==> config.mk <==
export PLATFORM = sky130hd
export DESIGN_NAME = engine_cmd_link
export DESIGN_NICKNAME = d
export VERILOG_FILES = /design/src/rtl/engine_cmd_link.sv
export SDC_FILE = /design/constraint.sdc
export NUM_CORES = 1
export LEC_CHECK = 0
export CELL_PAD_IN_SITES_DETAIL_PLACEMENT = 1
export CELL_PAD_IN_SITES_GLOBAL_PLACEMENT = 1
export CORE_ASPECT_RATIO = 1.4
export CORE_UTILIZATION = 36
export DETAILED_ROUTE_END_ITERATION = 12
export GPL_TIMING_DRIVEN = 0
export PLACE_DENSITY = 0.78
export SETUP_SLACK_MARGIN = 0.05
export SLEW_MARGIN = 20
export SYNTH_ARGS = -nofsm -noshare
export SYNTH_HDL_FRONTEND = slang
export SYNTH_SLANG_ARGS = --single-unit
==> constraint.sdc <==
create_clock -name clk -period 1.89 [get_ports clk]
set_input_delay 0.189 -clock clk [delete_from_list [all_inputs] [get_ports clk]]
set_output_delay 0.189 -clock clk [all_outputs]
set_load 0.05 [all_outputs]
==> src/rtl/engine_cmd_link.sv <==
module engine_cmd_link #(
  parameter int DATA_W = 8,
  parameter int DIV_W  = 8
) (
  input  logic              clk,
  input  logic              rst_n,
  input  logic              cfg_clk_ext,
  input  logic              cfg_shared,
  input  logic [DIV_W-1:0]  cfg_div,
  input  logic [DATA_W-1:0] cmd_data,
  input  logic              cmd_valid,
  output logic              cmd_ready,
  output logic              done,
  output logic [DATA_W-1:0] sts_data,
  output logic              sts_valid,
  output logic              cbsy,
  input  logic              sbsy,
  output logic              sclk_o,
  output logic              sclk_oe,
  input  logic              sclk_i,
  output logic              cmd_o,
  input  logic              sts_i,
  output logic              sd_o,
  output logic              sd_oe,
  input  logic              sd_i
);
  localparam int CW = (DATA_W > 1) ? $clog2(DATA_W) : 1;
  localparam logic [CW-1:0] LAST = CW'(DATA_W - 1);

  typedef enum logic [1:0] {IDLE, SEND, RECV} st_t;

  st_t               st;
  logic [DATA_W-1:0] sh;
  logic [CW-1:0]     bcnt;
  logic [DIV_W-1:0]  div_cnt;
  logic              sclk_q;
  logic [2:0]        ck_sy;
  logic [1:0]        sb_sy;
  logic              busy, tick, rise, fall, txd, rxd;

  assign busy      = (st != IDLE);
  assign tick      = busy && !cfg_clk_ext && (div_cnt == cfg_div);
  assign rise      = busy && (cfg_clk_ext ? (ck_sy[1] & ~ck_sy[2]) : (tick & ~sclk_q));
  assign fall      = busy && (cfg_clk_ext ? (~ck_sy[1] & ck_sy[2]) : (tick & sclk_q));
  assign txd       = (st == SEND) ? sh[DATA_W-1] : 1'b1;
  assign rxd       = cfg_shared ? sd_i : sts_i;
  assign cmd_ready = (st == IDLE);
  assign cbsy      = (st == SEND);
  assign sclk_o    = sclk_q;
  assign sclk_oe   = !cfg_clk_ext;
  assign cmd_o     = cfg_shared ? 1'b1 : txd;
  assign sd_o      = txd;
  assign sd_oe     = cfg_shared && (st == SEND);

  always_ff @(posedge clk or negedge rst_n) begin
    if (!rst_n) begin
      ck_sy <= '0;
      sb_sy <= '0;
    end else begin
      ck_sy <= {ck_sy[1:0], sclk_i};
      sb_sy <= {sb_sy[0], sbsy};
    end
  end

  always_ff @(posedge clk or negedge rst_n) begin
    if (!rst_n) begin
      st        <= IDLE;
      sh        <= '0;
      bcnt      <= '0;
      div_cnt   <= '0;
      sclk_q    <= 1'b0;
      done      <= 1'b0;
      sts_valid <= 1'b0;
      sts_data  <= '0;
    end else begin
      done      <= 1'b0;
      sts_valid <= 1'b0;
      if (st == IDLE) begin
        div_cnt <= '0;
        sclk_q  <= 1'b0;
        bcnt    <= '0;
        if (cmd_valid) begin
          st <= SEND;
          sh <= cmd_data;
        end else if (sb_sy[1]) begin
          st <= RECV;
          sh <= '0;
        end
      end else begin
        if (!cfg_clk_ext) begin
          div_cnt <= tick ? '0 : div_cnt + 1'b1;
          if (tick) sclk_q <= ~sclk_q;
        end
        if (rise && st == RECV) sh <= {sh[DATA_W-2:0], rxd};
        if (fall) begin
          if (st == SEND) sh <= {sh[DATA_W-2:0], 1'b0};
          if (bcnt == LAST) begin
            st <= IDLE;
            if (st == SEND) begin
              done <= 1'b1;
            end else begin
              sts_valid <= 1'b1;
              sts_data  <= sh;
            end
          end else begin
            bcnt <= bcnt + 1'b1;
          end
        end
      end
    end
  end


  accept_busy_chk: assert property (@(posedge clk) disable iff (!rst_n)
    (cmd_valid && cmd_ready) |=> cbsy);


  hold_while_high_chk: assert property (@(posedge clk) disable iff (!rst_n)
    sclk_o |-> $stable(txd));


  gated_clk_chk: assert property (@(posedge clk) disable iff (!rst_n)
    $rose(sclk_o) |-> busy);


  ext_quiet_chk: assert property (@(posedge clk) disable iff (!rst_n)
    cfg_clk_ext |-> !sclk_o);


  sts_pulse_chk: assert property (@(posedge clk) disable iff (!rst_n)
    sts_valid |=> !sts_valid);


  cmd_first_chk: assert property (@(posedge clk) disable iff (!rst_n)
    (st == IDLE && cmd_valid && sb_sy[1]) |=> cbsy);


  done_on_drop_chk: assert property (@(posedge clk) disable iff (!rst_n)
    $fell(cbsy) |-> done);
endmodule

# Word-level counts from Yosys, hierarchy flattened

Index checks and enable logic that the tools add are counted.

Logic and storage cells: 77
Output and inout bits: 17
Bits of input ports: 25
Flip-flop bits (word level): 37

$add $sub $neg: 2
Eq/ne operators: 7
Reduce and logical (&&, ||, !) cells: 16
Bitwise operators: 9
Muxes and demuxes: 33

Operator list:

| operator              | count |
|---|---|
| $mux W8               | 9 |
| $mux W1               | 16 |
| $mux W2               | 5 |
| $mux W3               | 3 |
| $add A8 B1 Y8 const B | 1 |
| $eq A8 B8 Y1          | 1 |
| $reduce_bool A2 Y1    | 4 |
| $logic_and A1 B1 Y1   | 6 |
| $not A1 Y1            | 5 |
| $and A1 B1 Y1         | 4 |
| $reduce_and A2 Y1     | 2 |
| $reduce_and A4 Y1     | 1 |
| $add A3 B1 Y3 const B | 1 |
| $eq A3 B3 Y1 const B  | 1 |
| $ne A3 B2 Y1 const B  | 1 |
| $reduce_and A3 Y1     | 1 |
| $eq A2 B1 Y1 const B  | 1 |
| $eq A2 B2 Y1 const B  | 1 |
| $logic_not A2 Y1      | 1 |
| $ne A2 B1 Y1 const B  | 1 |
| $ne A2 B2 Y1 const B  | 1 |
| $logic_not A1 Y1      | 1 |

# Logic depth before layout (Yosys ltp)

Depth in word-level cells: 11
Depth in mapped cells: 7

# Worst setup path after synthesis

No wires, ideal clock.

Path kind: input -> register
From: input port cfg_clk_ext
To: register sts_data[0]
Path buffers: 2
Required time: 1.765 ns
Setup slack: -0.103 ns
Data arrival time: 1.868 ns
Stages: 7
Cells stage by stage: clkbuf_1 > inv_1 > nand3_2 > o31ai_4 > and3_1 > buf_6 > mux2_4

Cells in the longest elaborated chain, start to end: 7

Ends and longest elaborated chain:

| item                              | RTL line | RTL |
|---|---|---|
| start, declared                   | 7        | `input logic cfg_clk_ext,` |
| $logic_not A1 Y1                  | n/a      |  |
| named net sclk_oe                 | 19       | `output logic sclk_oe,` |
| $logic_and A1 B1 Y1 (2 in series) | 42       | `assign tick = busy && !cfg_clk_ext && (div_cnt == cfg_div);` |
| $and A1 B1 Y1                     | 44       | `assign fall = busy && (cfg_clk_ext ? (~ck_sy[1] & ck_sy[2]) : (tick & sclk_q));` |
| $mux W1                           | 44       |  |
| $logic_and A1 B1 Y1               | 44       |  |
| $reduce_and A4 Y1 (no line)       | n/a      |  |
| end signal, assigned              | 103      | `sts_data <= sh;` |
| end, declared                     | 14       | `output logic [DATA_W-1:0] sts_data,` |

The timed path passes the listed nets, and every way through them passes these cells.
A chain may end at the register's enable or synchronous reset.

# Final worst setup path

From: register div_cnt[6]
To: register sts_data[2]

Cells in the longest elaborated chain, start to end: 6

Ends and longest elaborated chain:

| item                        | RTL line | RTL |
|---|---|---|
| start, declared             | 35       | `logic [DIV_W-1:0] div_cnt;` |
| start signal, assigned      | 91       | `div_cnt <= tick ? '0 : div_cnt + 1'b1;` |
| $eq A8 B8 Y1                | 42       |  |
| $logic_and A1 B1 Y1         | 42       |  |
| $and A1 B1 Y1               | 44       |  |
| $mux W1                     | 44       |  |
| $logic_and A1 B1 Y1         | 44       |  |
| $reduce_and A4 Y1 (no line) | n/a      |  |

No other way between the ends.

==> metrics.txt <==
core area=5240 um2; final hold vios=0; H-Tree Depth=2; R2R depth=7; fin. max-slew vios=0; pre-CTS setup slack=-372 ps; pin count of the biggest net entering global routing=23; CTS tree=done; Die Area=5820 um2; initial drt markers=59; Worst VDD drop=0.000475 V; Synth top area share=46.6%; DIE WIDTH=64.8 um; synthesized instance count=180; Hold Slack=approximately 260 ps; Die H=between 80 and 90 um; overflow left after global routing=0; Final Wtd Congestion=0.684; Initial Util=between 30% and 40%; # DRC=0; first-pass GRT wire length=7980 um; n_diodes=0; remaining antenna violation count=0; Max-slew headroom=65.7%; Synth cell types=44; failing checks=setup timing; sequential area share after synthesis=46.6%; Ports=42; Critical Path End Type=flop; worst slew pin tran=514 ps; vias in the first global route=1657; crit path launch type=flop; RSZ-0062 raised after global routing=yes; Setup CP Type=reg2reg; final core occ=53.3%; ratio of cells with drive above 1 in the final layout=29.3%; fmax=approximately 510 MHz; hold depth=3; RR Startpoint=div_cnt[6]; r2r setup slk=-60 ps; WHS Endpoint=div_cnt[1]; vias per cell=5.27; clock root buffer=clkbuf_8; Post-Syn Area=1990 um2; Core Rows=31; total wire length=around 5000 um; synth-to-layout area growth=40.5%; HP Start=cfg_clk_ext; WL/cell=16.2 um; status=finished, violations left; fin crit period=about 2000 ps; DR pass1 iterations=4; largest area contributor in the netlist=dfrtp_1; Worst Path Arrival=2130 ps; CTS sink cnt=37; Final Cycle Share=103%; Clock Path Buffers=2; pwr dens=1010 nW/um2; # setup viols final=8; Syn Nets=208; Yosys reg bits=37; Crit path required time=~2000 ps; total global-route track usage=~18%; DP Wirelength=3430 um; total CTS buffers=5; Pwr Total=2.82 mW; leakage power total=between 1 and 1.5 nW; Synth Area per Inst=11.0 um2; # Max-Cap Violations=0; clock latency at the later pin of the worst-skew pair=290 ps; top post-synthesis cells by area=dfrtp_1 (47%), mux2_4 (6.0%), xnor2_1 (4.9%); initial antenna violation count=0; largest fanout on the critical path=5; Yosys warnings=0; Fin Clk Skew=3.23 ps; worst flop-to-flop path endpoint=sts_data[2]; Vias=approximately 1600; Reg clk slew, reported paths=around 70 ps; type of the worst min-delay path=in2reg; nets@finish=approximately 270; # fillers=between 500 and 600; # port buffers=39; PnR worst setup slack=-60.8 ps
## layout make-up
cell class | count | area (um2) | area share (%)
plain buffers | 8 | 46.3 | 1.66
clock buffers | 7 | 96.3 | 3.45
clock inverters | 1 | 5.00 | 0.179
inverters | 6 | 30.0 | 1.08
multi-input cells | 129 | 1070 | 38.5
flip-flops and latches | 37 | 933 | 33.5
well taps | 66 | 82.6 | 2.96
repair buffers | 54 | 522 | 18.7
## kinds of logic (layout without fill, tap and decap cells)
kind of cell	after synthesis	in the layout	synth area share, %
AO/OA/AOI/OAI	41	41	14.0
XOR/XNOR	14	14	6.18
adder cells (fa/ha/maj)	3	3	1.89
buffers and inverters	14	76	3.15
flip-flops	37	37	46.6
multiplexers	16	16	10.1
AND/OR/NAND/NOR	55	55	18.1
## power breakdown
part           switching (mW)  total [mW]  internal [mW]  leakage, nW
logic                   0.522        1.00          0.480        0.630
clock network           0.283       0.613          0.330       0.0542
registers               0.212        1.20          0.993        0.464
total                    1.02        2.82           1.80         1.15
## how the worst max path moves through the flow
stage	from	to
after floorplan	st[1]	sclk_o
after global placement	rst_n	sclk_o
after detailed placement	cfg_div[7]	sts_data[1]
after CTS	div_cnt[5]	sts_data[2]
after global routing	div_cnt[6]	sts_data[6]
final	div_cnt[6]	sts_data[2]
## state kept, by name, summed over array words and instances (netlist names)
signal and flops:
ck_sy 3, st 2, sh 8, sclk_o 1
bcnt 3, sb_sy 2, div_cnt 8, done 1
sts_valid 1, sts_data 8
## synthesized netlist by cell type (all sizes together)
cell type,number
nand3b,3
buf,3
or2,3
inv,5
and4bb,2
nor4,1
a31oi,1
o21ai,12
clkbuf,5
o31ai,2
nor2b,1
nand3,3
and3,2
a221oi,1
nor2,11
dfrtp,37
nand2b,1
o31a,1
nand2,4
a21oi,14
nor4bb,1
xor2,3
and3b,1
clkinv,1
xnor2,11
mux2,8
nand4,3
nor3,1
o221a,1
o2111ai,1
and4,2
or3b,1
a22o,1
mux2i,8
nor3b,9
ha,3
and2,3
or3,3
a211oi,7
## placed cells by master (no fill, tap or decap), drive strengths merged, types with 2 or more instances in the layout
master and n:
a211oi 7, a21oi 14, and2 3, and3 2, and4 2, and4bb 2
buf 21, clkbuf 13, clkdlybuf4s50 33, clkinvlp 2, dfrtp 37, ha 3
inv 4, mux2 8, mux2i 8, nand2 4, nand3 3, nand3b 3
nand4 3, nor2 11, nor3b 9, o21ai 12, o31ai 2, or2 3
or3 3, xnor2 11, xor2 3
## repair_timing
| action | 4_1_cts | 5_1_grt |
|---|---|---|
| endpoints found under the hold margin | 15 | 0 |
| hold buffers | 1 | 0 |
| setup buffers | 7 | 5 |
| endpoints found under the setup margin | 28 | 21 |
| gates resized for setup | 20 | 23 |
| pin swaps | 4 | 4 |
| gates cloned | 0 | 1 |
## worst max-delay path, cell delays in order (launching register included)
cell	delay, ps
dfrtp_1	430
xnor2_2	180
nand4_2	160
buf_6	150
o31ai_4	240
and3_4	240
buf_8	130
mux2_4	290
## layer usage
layer	track usage, %	wire (um)	up-vias	share of wire (%)
met1	21.5	2030	805	41
met5	0	0	-	0
met2	29.9	2730	38	55
met4	6.48	73	0	1.5
li1	-	-	774	-
met3	3.43	150	7	3.0
## stage by stage
stage	setup TNS (ps)	area, um2	std cells
detailed placement	-7410	2500	286
floorplan	0	2010	180
global placement	-17880	2480	285
finish	-460	2790	308
global route	-1280	2790	308
CTS	-343	2700	302
Note: power is estimated with default switching activity, not from simulation.
